`src/rtl/pcu_pkg.sv`:
```
package pcu_pkg;

    localparam int CQ_W = 3;

    typedef struct packed {
        logic lt;
        logic eq;
        logic gt;
    } cq_t;

    localparam cq_t CQ_ALWAYS = '{lt: 1'b1, eq: 1'b1, gt: 1'b1};
    localparam cq_t CQ_NEVER  = '{lt: 1'b0, eq: 1'b0, gt: 1'b0};

    function automatic cq_t cq_from_bits(input logic [CQ_W-1:0] b);
        cq_t r;
        r.lt = b[2];
        r.eq = b[1];
        r.gt = b[0];
        return r;
    endfunction

    function automatic logic cq_hits(input cq_t q, input cq_t st);
        return (q.lt & st.lt) | (q.eq & st.eq) | (q.gt & st.gt);
    endfunction

endpackage

```
`src/rtl/pcu_sext.sv`:
```
module pcu_sext #(
    parameter int IN_W  = 20,
    parameter int OUT_W = 32
) (
    input  logic [IN_W-1:0]  narrow,
    output logic [OUT_W-1:0] wide
);
    localparam int PAD_W = OUT_W - IN_W;

    generate
        if (PAD_W > 0) begin : g_pad
            assign wide = {{PAD_W{narrow[IN_W-1]}}, narrow};
        end else begin : g_same
            assign wide = narrow[OUT_W-1:0];
        end
    endgenerate
endmodule

```
`src/rtl/pcu_order.sv`:
```
module pcu_order
    import pcu_pkg::*;
#(
    parameter int DATA_W = 32
) (
    input  logic [DATA_W-1:0] lhs,
    input  logic [DATA_W-1:0] rhs,
    output cq_t               order
);
    logic is_less;
    logic is_equal;

    always_comb begin
        is_less  = $signed(lhs) < $signed(rhs);
        is_equal = lhs == rhs;
        order.lt = is_less;
        order.eq = is_equal;
        order.gt = ~is_less & ~is_equal;
    end
endmodule

```
`src/rtl/pcu_gate.sv`:
```
module pcu_gate
    import pcu_pkg::*;
(
    input  logic valid,
    input  cq_t  query,
    input  cq_t  state,
    output logic enable
);
    always_comb begin
        enable = valid & cq_hits(query, state);
    end
endmodule

```
`src/rtl/pcu_state_reg.sv`:
```
module pcu_state_reg
    import pcu_pkg::*;
(
    input  logic clk,
    input  logic rst,
    input  logic load,
    input  cq_t  next_val,
    output cq_t  cur_val
);
    always_ff @(posedge clk) begin
        if (rst) begin
            cur_val <= CQ_ALWAYS;
        end else if (load) begin
            cur_val <= next_val;
        end
    end
endmodule

```
`src/rtl/pred_cond_unit.sv`:
```
module pred_cond_unit
    import pcu_pkg::*;
#(
    parameter int DATA_W = 32,
    parameter int IMM_W  = 20
) (
    input  logic              clk,
    input  logic              rst,
    input  logic              instr_valid,
    input  logic [2:0]        cond_query,
    input  logic              is_compare,
    input  logic [DATA_W-1:0] cmp_opnd_a,
    input  logic [IMM_W-1:0]  cmp_opnd_b,
    output logic              exec_en,
    output logic [2:0]        cmp_state
);
    cq_t              query_s;
    cq_t              state_s;
    cq_t              order_s;
    logic [DATA_W-1:0] opnd_b_wide;
    logic              load_s;

    assign query_s = cq_from_bits(cond_query);

    pcu_sext #(.IN_W(IMM_W), .OUT_W(DATA_W)) u_sext (
        .narrow (cmp_opnd_b),
        .wide   (opnd_b_wide)
    );

    pcu_order #(.DATA_W(DATA_W)) u_order (
        .lhs   (cmp_opnd_a),
        .rhs   (opnd_b_wide),
        .order (order_s)
    );

    pcu_gate u_gate (
        .valid  (instr_valid),
        .query  (query_s),
        .state  (state_s),
        .enable (exec_en)
    );

    assign load_s = exec_en & is_compare;

    pcu_state_reg u_state (
        .clk      (clk),
        .rst      (rst),
        .load     (load_s),
        .next_val (order_s),
        .cur_val  (state_s)
    );

    assign cmp_state = state_s;
endmodule

```
`config.mk`:
```
export PLATFORM = sky130hd
export DESIGN_NAME = pred_cond_unit
export DESIGN_NICKNAME = d
export VERILOG_FILES = /design/src/rtl/pcu_pkg.sv /design/src/rtl/pcu_sext.sv /design/src/rtl/pcu_order.sv /design/src/rtl/pcu_gate.sv /design/src/rtl/pcu_state_reg.sv /design/src/rtl/pred_cond_unit.sv
export SDC_FILE = /design/constraint.sdc
export NUM_CORES = 1
export LEC_CHECK = 0
export BUFFER_PORTS_ARGS = -buffer_cell sky130_fd_sc_hd__buf_2
export CAP_MARGIN = 20
export CORE_MARGIN = 2
export CORE_UTILIZATION = 45
export CTS_BUF_LIST = sky130_fd_sc_hd__clkbuf_16
export CTS_CLUSTER_DIAMETER = 100
export DETAILED_ROUTE_END_ITERATION = 10
export GPL_ROUTABILITY_DRIVEN = 0
export PLACE_DENSITY_LB_ADDON = 0.08
export SKIP_CTS_REPAIR_TIMING = 1
export SLEW_MARGIN = 10
export SYNTH_ARGS = -nofsm -noshare
export SYNTH_HDL_FRONTEND = slang
export SYNTH_SLANG_ARGS = --single-unit
```
`constraint.sdc`:
```
create_clock -name clk -period 5.96 [get_ports clk]
set_input_delay 1.192 -clock clk [delete_from_list [all_inputs] [get_ports clk]]
set_output_delay 1.192 -clock clk [all_outputs]
set_load 0.01 [all_outputs]
```
Word-level counts from Yosys, hierarchy flattened --
Cells that the tools add are included.
Storage, ports and cells: register bits 3, word-level logic and storage cells 15, input bits 59, output and inout port bits 4
Operators by class: order comparisons 1, bitwise operators 10, equal/unequal tests 1
Operators with widths (count):
- $eq A32 B32 Y1 | 1
- $lt A32 B20 Y1 | 1
- $and A1 B1 Y1 | 6
- $not A1 Y1 | 2
- $or A1 B1 Y1 | 2

Depth between registers and ports, before layout --
Gate-level depths: netlist (run 1).
depth after elaboration 5, gate-level depth with buffers 8, mapped depth without buffers 8

Hierarchy --
A second synthesis (run 1) with hierarchy kept.
Second synthesis, totals: cell total of the unflattened synthesis 165, area total of the unflattened synthesis 1227.4 um^2
By module, submodules not included:
- pcu_order | area each 859.6 um^2, cells each 121, times used 1
- pcu_sext | area each 240.2 um^2, cells each 32, times used 1
- pcu_state_reg | area each 105.1 um^2, cells each 9, times used 1
- pcu_gate | area each 16.3 um^2, cells each 2, times used 1
- pred_cond_unit | area each 6.3 um^2, cells each 1, times used 1

Worst setup path after synthesis (run 1) --
OpenSTA, ideal clock, no wires.
path kind in2reg, from input port cmp_opnd_b[19], to register u_state.cur_val[2] (netlist bit), cell stages on the path 8, data required time 5841 ps, setup time 119 ps, arrival 2785 ps, setup slack 3056 ps, path through inv_1 -> ha_1 -> nand4_2 -> nor2_1 -> a221o_1 -> a211oi_2 -> a32o_1 -> nor3_2
Between the ends: cells in the longest elaborated chain, start to end 1
RTL lines:
- from (decl) | RTL line pred_cond_unit.sv:13 | input logic [IMM_W-1:0] cmp_opnd_b,
- $lt A32 B20 Y1 | RTL line pcu_order.sv:14 | is_less = $signed(lhs) < $signed(rhs);
- to (signal assigned) | RTL line pcu_state_reg.sv:14 | cur_val <= next_val;
- to (decl) | RTL line pcu_state_reg.sv:8 | output cq_t cur_val
No other way between the ends. A chain may end at the register's enable or synchronous reset.

Worst setup path in the final report (run 1) --
from input port cond_query[2], to output port exec_en
Between the ends: cells in the longest elaborated chain, start to end 4
RTL lines:
- from (decl) | RTL line pred_cond_unit.sv:10 | input logic [2:0] cond_query,
- $and A1 B1 Y1 | RTL line pcu_pkg.sv:23 | return (q.lt & st.lt) | (q.eq & st.eq) | (q.gt & st.gt);
- $or A1 B1 Y1 (2 in series) | RTL line pcu_pkg.sv:23
- $and A1 B1 Y1 | RTL line pcu_gate.sv:10 | enable = valid & cq_hits(query, state);
- to (decl) | RTL line pred_cond_unit.sv:14 | output logic exec_en,
No other way between the ends.

==> run summary, run 1 <==
SETUP PATH
---------------------------------------------------------------------------
Startpoint type of the worst setup path                          input port
Data required, critical path                                        4770 ps
Highest net fanout along the worst path                                   2
Sort of element at the end of the critical path                 output port
Start-to-end type of the worst setup path                            in2out
Data arrival time of the worst path                                 1910 ps

DETAILED ROUTING
---------------------------------------------------------------------------
Total vias in the final route                                          1079
First-iteration detailed-routing DRC count                                5
Post-route DRC                                                            0
Routed wire per std cell                                           9.958 um
Via density per instance                                              4.995
First drt pass iteration count                                            4
Final routed wirelength across all metal layers                    2.151 mm
Post-detailed-route count of antenna-violating nets                       0

FINISH
---------------------------------------------------------------------------
Multi-input combinational cell area                              830.8 um^2
Growth of design area from synthesis to finish                       43.61%
Biggest registers after layout                                 u_state.cur_val (3)
Net count, final                                                        281
Layout filler cell count                                                185
Register area                                                    60.06 um^2
Largest register by flop count                                 u_state.cur_val
ANT cells                                                                 0
Number of flip-flops under the largest register name                      3
Count of non-filler cells in the finished layout                        216
Fraction of layout cells with a size suffix above 1                  0.3810

DIE
---------------------------------------------------------------------------
Core area                                                         2002 um^2
Top-Level Pins                                                           63
Chip width                                                         50.42 um
Num rows                                                                 16
Floorplan die height                                               50.42 um
Initial core utilization                                             0.4844
Full die area                                                     2542 um^2

LOGIC SYNTHESIS
---------------------------------------------------------------------------
Post-synthesis sequential area ratio                                0.06194
Unique cell type count in the Yosys netlist                              31
Net count after synthesis                                               214
Area of the mapped netlist                                       969.7 um^2
Avg Inst Size Synth                                              7.884 um^2
Yosys synthesis warning count                                             0
Instance count of the mapped netlist                                    123
Flip-flop and latch count after synthesis                                 3

CLOCK TREE
---------------------------------------------------------------------------
Total number of H-tree levels                                             1
Number of buffers created by CTS                                          3
Clock Pin Slew Worst Setup and Hold Paths                             30 ps
Worst-skew pair later-pin latency                                    220 ps
Longest Clk Path Bufs                                                     2
Sinks on the clock net                                                    3
Clock tree from TritonCTS                                             built
Cell at the root of the clock tree                             sky130_fd_sc_hd__clkbuf_16

POWER AND IR DROP
---------------------------------------------------------------------------
Total power divided by cell area                               148.7 nW/um^2
Reported leakage power                                            0.8089 nW
Worst supply voltage drop on vdd                                   160.0 uV

GLOBAL ROUTE
---------------------------------------------------------------------------
Overflow left after global routing                                        0
Initial antenna violation count                                           0
Largest net degree at the start of global routing                        14
Wire length of the first global-routing pass                       3.594 mm
Vias in the first global route                                          918
Global routing usage summed across all routing layers                0.1745

STA
---------------------------------------------------------------------------
Slew at the pin with the worst max-slew slack                      392.6 ps
Unrepaired setup endpoints after global routing                          no
Number of failing setup endpoints in the final timing report              0
Final worst-path cycle share                                         0.5199
Maximum operating frequency                                      0.3227 GHz
Hold Vio Cnt, Final                                                       0
Final Critical Period                                               3099 ps
Final clock skew                                                  0.1488 ps
Max_slew headroom                                                    0.7380
Setup Total Neg Slack                                                  0 ps
Max-slew violation count                                                  0

MIN PATH
---------------------------------------------------------------------------
Type of the tightest min-delay check                                reg2reg

PLACEMENT
---------------------------------------------------------------------------
Buffers on Ports                                                         62
Dpl hpwl                                                           1.876 mm
Number of cells in the design after placement                           212

OUTCOME
---------------------------------------------------------------------------
Run status                                                     finished, final reports clean

RUN
---------------------------------------------------------------------------
Maximum Capacitance Violations                                            0

-- cells in the mapped netlist --
cell type,number,area [um^2]
sky130_fd_sc_hd__ha_1,32,400.4
sky130_fd_sc_hd__inv_1,21,78.83
sky130_fd_sc_hd__a21oi_1,14,70.07
sky130_fd_sc_hd__nand2_1,7,26.28
sky130_fd_sc_hd__nand4_1,7,43.79
sky130_fd_sc_hd__nand3_1,4,20.02
sky130_fd_sc_hd__nor3_1,4,20.02
sky130_fd_sc_hd__dfxtp_1,3,60.06
sky130_fd_sc_hd__nor2_1,3,11.26
sky130_fd_sc_hd__a21o_1,2,15.01
sky130_fd_sc_hd__a21oi_2,2,17.52
sky130_fd_sc_hd__a221o_1,2,20.02
sky130_fd_sc_hd__and2_1,2,12.51
sky130_fd_sc_hd__nor2b_1,2,12.51
sky130_fd_sc_hd__o21ai_0,2,10.01
sky130_fd_sc_hd__a211o_1,1,8.760
sky130_fd_sc_hd__a211oi_2,1,12.51
sky130_fd_sc_hd__a222oi_1,1,10.01
sky130_fd_sc_hd__a32o_1,1,10.01
sky130_fd_sc_hd__a32oi_1,1,8.760
sky130_fd_sc_hd__and2b_1,1,7.510
sky130_fd_sc_hd__nand3b_1,1,7.510
sky130_fd_sc_hd__nand4_2,1,12.51
sky130_fd_sc_hd__nor3_2,1,10.01
sky130_fd_sc_hd__nor3b_1,1,7.510
sky130_fd_sc_hd__nor4_1,1,6.260
sky130_fd_sc_hd__nor4_4,1,21.27
sky130_fd_sc_hd__o211ai_1,1,7.510
sky130_fd_sc_hd__o21ai_1,1,5.000
sky130_fd_sc_hd__o21ai_2,1,8.760
sky130_fd_sc_hd__o21bai_1,1,7.510
-- worst max-delay path, cell delays in order --
cell	delay [ps]
sky130_fd_sc_hd__buf_2	100
sky130_fd_sc_hd__a222oi_1	370
sky130_fd_sc_hd__nor2b_1	100
sky130_fd_sc_hd__buf_2	150
-- routing by layer --
layer  share of wire  up-vias  wire, um  global-route usage
li1                -      593         -                   -
met4               0        0         0             0.01351
met2            0.43       43       917              0.2851
met5               0        -         0                   0
met3           0.093        0       200             0.03869
met1            0.48      443      1032              0.2437
-- through the flow --
step / utilization / cell area [um^2] / power, mW / hold slack [ps] / setup slack [ps]
global route: 0.6956 / 1393 / 0.2249 / 565.7 / 2772
detailed placement: 0.6563 / 1314 / 0.1025 / 518.2 / 2752
global placement: 0.6563 / 1314 / 0.09991 / 524.8 / 2832
finish: 0.6956 / 1393 / 0.2070 / 531.8 / 2861
floorplan: - / 969.7 / 0.07157 / 535.9 / 3056
CTS: 0.6956 / 1393 / 0.2104 / 532.1 / 2854
-- cell type report --
cell class | instances | share of cell area
Sequential cell | 3 | 0.04313
Multi-Input combinational cell | 99 | 0.5966
Timing Repair Buffer | 62 | 0.2228
Tap cell | 27 | 0.02426
Inverter | 21 | 0.05660
Clock inverter | 1 | 0.002695
Clock buffer | 3 | 0.05391
-- layout by cell type, fill, tap and decap left out, drive strengths merged, types with 2 or more instances in the layout --
master | Yosys | final
a21o | 2 | 2
a21oi | 16 | 16
a221o | 2 | 2
and2 | 2 | 2
buf | 0 | 62
clkbuf | 0 | 3
dfxtp | 3 | 3
ha | 32 | 32
inv | 21 | 22
nand2 | 7 | 7
nand3 | 4 | 4
nand4 | 8 | 8
nor2 | 3 | 3
nor2b | 2 | 2
nor3 | 5 | 5
nor4 | 2 | 2
o21ai | 4 | 4
-- worst paths after layout --
| check | start | slack, ps | cells past startpoint | end |
|---|---|---|---|---|
| setup reg to reg | u_state.cur_val[2] | 4370 | 6 | u_state.cur_val[0] |
| hold reg to reg | u_state.cur_val[1] | 530 | 2 | u_state.cur_val[1] |
| setup / recovery | cond_query[2] | 2860 | 4 | exec_en |
| hold / removal | u_state.cur_val[1] | 530 | 2 | u_state.cur_val[1] |
-- report_power, final --
| group | internal (mW) | leakage [nW] | switching [mW] |
|---|---|---|---|
| logic | 0.0401 | 0.742 | 0.0387 |
| clock network | 0.0865 | 0.0423 | 0.0184 |
| registers | 0.0218 | 0.0247 | 0.00142 |
-- cell families (layout without fill, tap and decap cells) --
| kind of cell | after synthesis | in the layout | share of synthesized area |
|---|---|---|---|
| DFF | 3 | 3 | 0.06194 |
| adders and majority gates | 32 | 32 | 0.4129 |
| and+or+nand+nor | 36 | 36 | 0.2258 |
| buffers and inverters | 21 | 87 | 0.08129 |
| AOI/OAI and AO/OA | 31 | 31 | 0.2181 |
(Power assumes the default switching activity.)
==> run 2, diff against run 1 <==
ABC_AREA = 1   (was unset)
CORE_UTILIZATION = 43   (was 45)
clock period = 3 ns   (was 5.96 ns; I/O delays follow)
==> run 2 against run 1 <==
Against the previous run: clock power grew 95%; register-to-register slack lost 2400 ps; core utilization shrank 5.0 points; critical endpoint is now u_state.cur_val[2]; via count grew 8.2%; critical path depth grew 8; sequential power grew 96%; area after synthesis grew 3.5%.
==> run summary, run 2 <==
OUTCOME
--------------------------------------------------------------------------------
Run status                                                          finished, final reports clean

CLOCK TREE
--------------------------------------------------------------------------------
Clock Pin Slew Worst Setup and Hold Paths                                  30 ps
Clock tree from TritonCTS                                                  built
Total number of H-tree levels                                                  1
Number of buffers created by CTS                                               3
Sinks on the clock net                                                         3
Worst-skew pair later-pin latency                                         220 ps
Cell at the root of the clock tree                                  sky130_fd_sc_hd__clkbuf_16
Longest Clk Path Bufs                                                          2

DETAILED ROUTING
--------------------------------------------------------------------------------
Total vias in the final route                                               1168
Final routed wirelength across all metal layers                         2.256 mm
Via density per instance                                                   4.710
Post-route DRC                                                                 0
Post-detailed-route count of antenna-violating nets                            0
Routed wire per std cell                                                9.097 um
First-iteration detailed-routing DRC count                                     2
First drt pass iteration count                                                 3

LOGIC SYNTHESIS
--------------------------------------------------------------------------------
Cell taking the most area after synthesis                           sky130_fd_sc_hd__ha_1
Yosys synthesis warning count                                                  0
Unique cell type count in the Yosys netlist                                   21
Area of the mapped netlist                                             1003 um^2
Area fraction in and, or, nand and nor cells after synthesis              0.3117
Top area cells in the synthesized netlist                           sky130_fd_sc_hd__ha_1 40%, sky130_fd_sc_hd__nand2_1 16%, sky130_fd_sc_hd__inv_1 11%, sky130_fd_sc_hd__a21oi_1 7.5%, sky130_fd_sc_hd__dfxtp_1 6.0%
Post-synthesis sequential area ratio                                     0.05985
Avg Inst Size Synth                                                   6.516 um^2
Net count after synthesis                                                    245
Most instantiated library cell after synthesis                      sky130_fd_sc_hd__nand2_1
Number of flops mapped to enable cells by yosys                                0
Fraction of registers with async set/reset                                     0
Fraction of post-synthesis cell area in the top cell type by area         0.3990
Most used DFF post-synth                                            sky130_fd_sc_hd__dfxtp_1
Multiplexer share of the synthesized area                                      0
Most used standard cells in the synthesized netlist                 44 x sky130_fd_sc_hd__nand2_1, 32 x sky130_fd_sc_hd__ha_1, 29 x sky130_fd_sc_hd__inv_1
Complex-gate fraction of the synthesized area                             0.1172
Largest family of logic cells by synthesized area                    adder cells
Share of the synthesized netlist area taken by xor and xnor gates              0
Area share of fa/ha/maj cells after synthesis                             0.3990
Flip-flop and latch count after synthesis                                      3
Instance count of the mapped netlist                                         154

FINISH
--------------------------------------------------------------------------------
Layout filler cell count                                                     227
ANT cells                                                                      0
Leading cell type in the layout, fill and taps excluded             sky130_fd_sc_hd__buf_2
Number of flip-flops under the largest register name                           3
Register area                                                         60.06 um^2
Net count, final                                                             312
Largest register by flop count                                      u_state.cur_val
Leading cell types in the layout, fill and taps excluded            62 x sky130_fd_sc_hd__buf_2, 44 x sky130_fd_sc_hd__nand2_1, 32 x sky130_fd_sc_hd__ha_1, 30 x sky130_fd_sc_hd__inv_1, 15 x sky130_fd_sc_hd__a21oi_1
Multi-input combinational cell area                                   830.8 um^2
Layout Cell Area excl Fill                                             1428 um^2
Biggest registers after layout                                      u_state.cur_val (3)
Growth of design area from synthesis to finish                            42.27%
Fraction of layout cells with a size suffix above 1                       0.3318

PLACEMENT
--------------------------------------------------------------------------------
Post-place instance area                                               1349 um^2
Dpl hpwl                                                                2.022 mm
Buffers on Ports                                                              62

STA
--------------------------------------------------------------------------------
Unrepaired setup endpoints after global routing                               no
Maximum operating frequency                                           0.4862 GHz
Max-slew violation count                                                       0
Number of failing setup endpoints in the final timing report                   0
Max_slew headroom                                                         0.7313
Hold Vio Cnt, Final                                                            0
Slew at the pin with the worst max-slew slack                           402.6 ps
Setup Total Neg Slack                                                       0 ps
Final Critical Period                                                    2057 ps
Final worst-path cycle share                                              0.6856
Final clock skew                                                       0.8718 ps

POWER AND IR DROP
--------------------------------------------------------------------------------
Proportion of power drawn by flip-flops and latches                        0.110
Sum of internal, switching and leakage power                            416.3 uW
Fraction of power consumed by the clock network                            0.492
Combinational cell fraction of total power                                 0.398
Internal Power                                                          295.7 uW
Net switching power                                                     120.6 uW
Total power divided by cell area                                    291.6 nW/um^2
Sw Ratio                                                                  0.2896
Worst supply voltage drop on vdd                                        309.9 uV
Reported leakage power                                                 0.9179 nW

SETUP PATH
--------------------------------------------------------------------------------
Start-to-end type of the worst setup path                                 in2reg
Sort of element at the end of the critical path                        flip-flop
Highest net fanout along the worst path                                       13
Data arrival time of the worst path                                      2170 ps
Startpoint type of the worst setup path                               input port
Data required, critical path                                             3110 ps

DIE
--------------------------------------------------------------------------------
Num rows                                                                      17
Core area                                                              2212 um^2
Full die area                                                          2736 um^2
Initial core utilization                                                  0.4536
Chip width                                                              52.31 um
Top-Level Pins                                                                63
Floorplan die height                                                    52.31 um

GLOBAL ROUTE
--------------------------------------------------------------------------------
Overflow left after global routing                                             0
Wire length of the first global-routing pass                            3.822 mm
Global routing usage summed across all routing layers                     0.1758
Largest net degree at the start of global routing                             14
Vias in the first global route                                              1099
Initial antenna violation count                                                0

RUN
--------------------------------------------------------------------------------
Maximum Capacitance Violations                                                 0

MIN PATH
--------------------------------------------------------------------------------
Type of the tightest min-delay check                                     reg2reg

## run 2: changes by cell type after synthesis, moves of 2 or more
cell,change
sky130_fd_sc_hd__nand4_1,-6
sky130_fd_sc_hd__nor2_1,+6
sky130_fd_sc_hd__and2_1,-2
sky130_fd_sc_hd__nor2b_1,-2
sky130_fd_sc_hd__a221o_1,-2
sky130_fd_sc_hd__inv_1,+8
sky130_fd_sc_hd__nand3_1,+3
sky130_fd_sc_hd__nor3_1,-4
sky130_fd_sc_hd__nand2_1,+37
## run 2: final timing paths
path,slack (ps),cells past startpoint,startpoint,end
hold reg to reg,500,2,u_state.cur_val[2],u_state.cur_val[2]
hold / removal,500,2,u_state.cur_val[2],u_state.cur_val[2]
setup / recovery,940,12,cmp_opnd_b[19],u_state.cur_val[2]
setup reg to reg,1930,7,u_state.cur_val[0],u_state.cur_val[0]
## run 2: routing by layer
metal	share of wire	track usage
met1	0.41	0.1784
met2	0.50	0.3646
met3	0.079	0.03429
met4	0.0080	0.02564
met5	0	0
## run 2: per-stage QoR
| stage | utilization | setup WS [ps] | hold WS, ps | std cells |
|---|---|---|---|---|
| floorplan | - | 1023 | 517.3 | 154 |
| global placement | 0.6097 | 831.8 | 483.0 | 244 |
| detailed placement | 0.6097 | 722.8 | 486.6 | 244 |
| CTS | 0.6454 | 919.7 | 501.5 | 248 |
| global route | 0.6454 | 705.9 | 539.7 | 248 |
| finish | 0.6454 | 943.2 | 500.5 | 248 |
## run 2: layout make-up
| type | count | area share |
|---|---|---|
| Clock buffer | 3 | 0.05259 |
| Clock inverter | 1 | 0.002629 |
| Inverter | 30 | 0.07888 |
| Multi-Input combinational cell | 121 | 0.5819 |
| Sequential cell | 3 | 0.04207 |
| Tap cell | 28 | 0.02454 |
| Timing Repair Buffer | 62 | 0.2174 |
## run 2: cells by family (layout without fill, tap and decap cells)
| group | Yosys count | in the layout |
|---|---|---|
| AND/OR/NAND/NOR | 68 | 68 |
| adder cells (fa/ha/maj) | 32 | 32 |
| buffers and inverters | 30 | 96 |
| AO/OA/AOI/OAI | 21 | 21 |
| flip-flops | 3 | 3 |
## run 2: power groups by stage
stage                     Clock, mW  Sequential (mW)  Combinational [mW]
after floorplan                   0           0.0474               0.102
after global placement            0           0.0460               0.157
after detailed placement          0           0.0461               0.166
after CTS                     0.208           0.0456               0.168
after global routing          0.212           0.0460               0.194
final                         0.205           0.0457               0.166
## run 2: critical path: stages
cell	delay (ps)
sky130_fd_sc_hd__buf_2	70
sky130_fd_sc_hd__inv_1	180
sky130_fd_sc_hd__ha_1	440
sky130_fd_sc_hd__nand2_1	100
sky130_fd_sc_hd__nor2_2	140
sky130_fd_sc_hd__nand2_2	80
sky130_fd_sc_hd__nor4_4	140
sky130_fd_sc_hd__nand2_1	130
sky130_fd_sc_hd__nand2_1	110
sky130_fd_sc_hd__nand2_1	60
sky130_fd_sc_hd__nand3_1	60
sky130_fd_sc_hd__nand2_1	40
==> run 3, diff against run 2 <==
CORE_UTILIZATION = 39   (was 43)
clock period = 1.75 ns   (was 3 ns; I/O delays follow)
==> run 3 against run 2 <==
Against the previous run: total power rose by 81%; non-clock buffer count rose by 2; sequential cell count did not move; clock power rose by 70%; highest routed layer is now met3; via count fell by 0.17%; combinational power rose by 96%; register-to-register slack got worse by 1200 ps.
==> run summary, run 3 (synthesis results as in run 2) <==
FINISH
---------------------------------------------------------------------------
Leading cell type in the layout, fill and taps excluded        sky130_fd_sc_hd__buf_2
Layout Cell Area excl Fill                                        1578 um^2
Biggest registers after layout                                 u_state.cur_val (3)
Register area                                                    60.06 um^2
Number of flip-flops under the largest register name                      3
Net count, final                                                        315
Leading cell types in the layout, fill and taps excluded       61 x sky130_fd_sc_hd__buf_2, 43 x sky130_fd_sc_hd__nand2_1, 29 x sky130_fd_sc_hd__inv_1, 25 x sky130_fd_sc_hd__ha_1, 15 x sky130_fd_sc_hd__a21oi_1
ANT cells                                                                 0
Multi-input combinational cell area                              933.4 um^2
Layout filler cell count                                                238
Fraction of layout cells with a size suffix above 1                  0.3857
Final standard cell utilization of the core                          0.6427
Growth of design area from synthesis to finish                       57.23%
Largest register by flop count                                 u_state.cur_val

STA
---------------------------------------------------------------------------
Final Critical Period                                               1632 ps
Maximum operating frequency                                      0.6129 GHz
Hold Slack                                                         349.5 ps
Max-slew violation count                                                  0
Slew at the pin with the worst max-slew slack                      192.0 ps
Unrepaired setup endpoints after global routing                          no
Max_slew headroom                                                    0.8711
Final clock skew                                                  0.7730 ps
Final worst-path cycle share                                         0.9323
Hold Vio Cnt, Final                                                       0
Least setup slack across all paths after layout                    118.4 ps
Number of failing setup endpoints in the final timing report              0

SETUP PATH
---------------------------------------------------------------------------
Data arrival time of the worst path                                 1740 ps
Data required, critical path                                        1860 ps
Startpoint type of the worst setup path                          input port
Number of cells on the worst reg-to-reg path                              7
Highest net fanout along the worst path                                   7
Start-to-end type of the worst setup path                            in2reg
Sort of element at the end of the critical path                   flip-flop

DETAILED ROUTING
---------------------------------------------------------------------------
Post-route DRC                                                            0
Post-detailed-route count of antenna-violating nets                       0
Total vias in the final route                                          1166
Final routed wirelength across all metal layers                    2.374 mm
Routed wire per std cell                                           9.383 um
First drt pass iteration count                                            3
Via density per instance                                              4.609
First-iteration detailed-routing DRC count                                2

POWER AND IR DROP
---------------------------------------------------------------------------
Combinational cell fraction of total power                            0.433
Net switching power                                                220.6 uW
Fraction of power consumed by the clock network                       0.463
Sum of internal, switching and leakage power                       753.4 uW
Total power divided by cell area                               477.5 nW/um^2
Sw Ratio                                                             0.2928
Reported leakage power                                            0.9345 nW
Proportion of power drawn by flip-flops and latches                   0.104
Internal Power                                                     532.8 uW
Worst supply voltage drop on vdd                                   956.7 uV

CLOCK TREE
---------------------------------------------------------------------------
Number of buffers created by CTS                                          3
Clock tree from TritonCTS                                             built
Cell at the root of the clock tree                             sky130_fd_sc_hd__clkbuf_16
Longest Clk Path Bufs                                                     2
Total number of H-tree levels                                             1
Worst-skew pair later-pin latency                                    220 ps
Sinks on the clock net                                                    3
Clock Pin Slew Worst Setup and Hold Paths                             30 ps

PLACEMENT
---------------------------------------------------------------------------
Post-place instance area                                          1359 um^2
Dpl hpwl                                                           1.945 mm
Buffers on Ports                                                         62
DP Worst Slack                                                    -207.9 ps

RUN
---------------------------------------------------------------------------
Maximum Capacitance Violations                                            0

GLOBAL ROUTE
---------------------------------------------------------------------------
Initial antenna violation count                                           0
Wire length of the first global-routing pass                       3.201 mm
Overflow left after global routing                                        0
Global routing usage summed across all routing layers                0.1421
Vias in the first global route                                          908
Largest net degree at the start of global routing                        14

DIE
---------------------------------------------------------------------------
Top-Level Pins                                                           63
Full die area                                                     2995 um^2
Floorplan die height                                               54.73 um
Initial core utilization                                             0.4088
Core area                                                         2455 um^2
Num rows                                                                 18
Chip width                                                         54.73 um

MIN PATH
---------------------------------------------------------------------------
Number of cells traversed by the worst hold path                          3
Type of the tightest min-delay check                                 in2reg

OUTCOME
---------------------------------------------------------------------------
Run status                                                     finished, final reports clean

[run 3: metrics by stage]
| stage | std cells | TNS (ps) |
|---|---|---|
| finish | 253 | 0 |
| global route | 253 | 0 |
| CTS | 251 | 0 |
| detailed placement | 247 | -491.6 |
| global placement | 247 | -363.2 |
| floorplan | 154 | 0 |
[run 3: power groups by stage]
stage / logic [mW] / registers, mW / clock network (mW)
global placement: 0.274 / 0.0788 / 0
floorplan: 0.175 / 0.0813 / 0
CTS: 0.287 / 0.0782 / 0.354
global route: 0.378 / 0.0789 / 0.367
detailed placement: 0.285 / 0.0789 / 0
finish: 0.326 / 0.0783 / 0.349
[run 3: worst paths after layout]
kind / startpoint / endpoint / slack [ps]
setup / recovery: cmp_opnd_b[19] / u_state.cur_val[2] / 120
hold / removal: rst / u_state.cur_val[2] / 350
setup reg to reg: u_state.cur_val[2] / u_state.cur_val[0] / 710
hold reg to reg: u_state.cur_val[0] / u_state.cur_val[0] / 490
[run 3: worst max-delay path, cell delays in order]
cell	delay [ps]
sky130_fd_sc_hd__buf_6	90
sky130_fd_sc_hd__clkinvlp_4	90
sky130_fd_sc_hd__buf_12	150
sky130_fd_sc_hd__ha_4	260
sky130_fd_sc_hd__nand2_1	70
sky130_fd_sc_hd__nor2_2	120
sky130_fd_sc_hd__nand2_2	80
sky130_fd_sc_hd__nor4_4	130
sky130_fd_sc_hd__nand2_1	120
sky130_fd_sc_hd__nand2_1	90
sky130_fd_sc_hd__nand2_1	60
sky130_fd_sc_hd__nand3_1	70
sky130_fd_sc_hd__nand2_1	40
[run 3: final cells by class]
cell class / instances / area share
repair buffers: 64 / 0.2181
clock inverters: 1 / 0.002379
inverters: 30 / 0.07375
clock buffers: 3 / 0.04758
multi-input cells: 121 / 0.5916
flip-flops and latches: 3 / 0.03807
well taps: 30 / 0.02379
repair inverters: 1 / 0.004758
[run 3: per-layer routing]
layer  up-vias  global-route usage  wire length, um
li1        643                   -                -
met2        40              0.2698             1174
met5         -                   0                0
met4         0             0.01250                0
met1       483              0.1607             1017
met3         0             0.03825              182
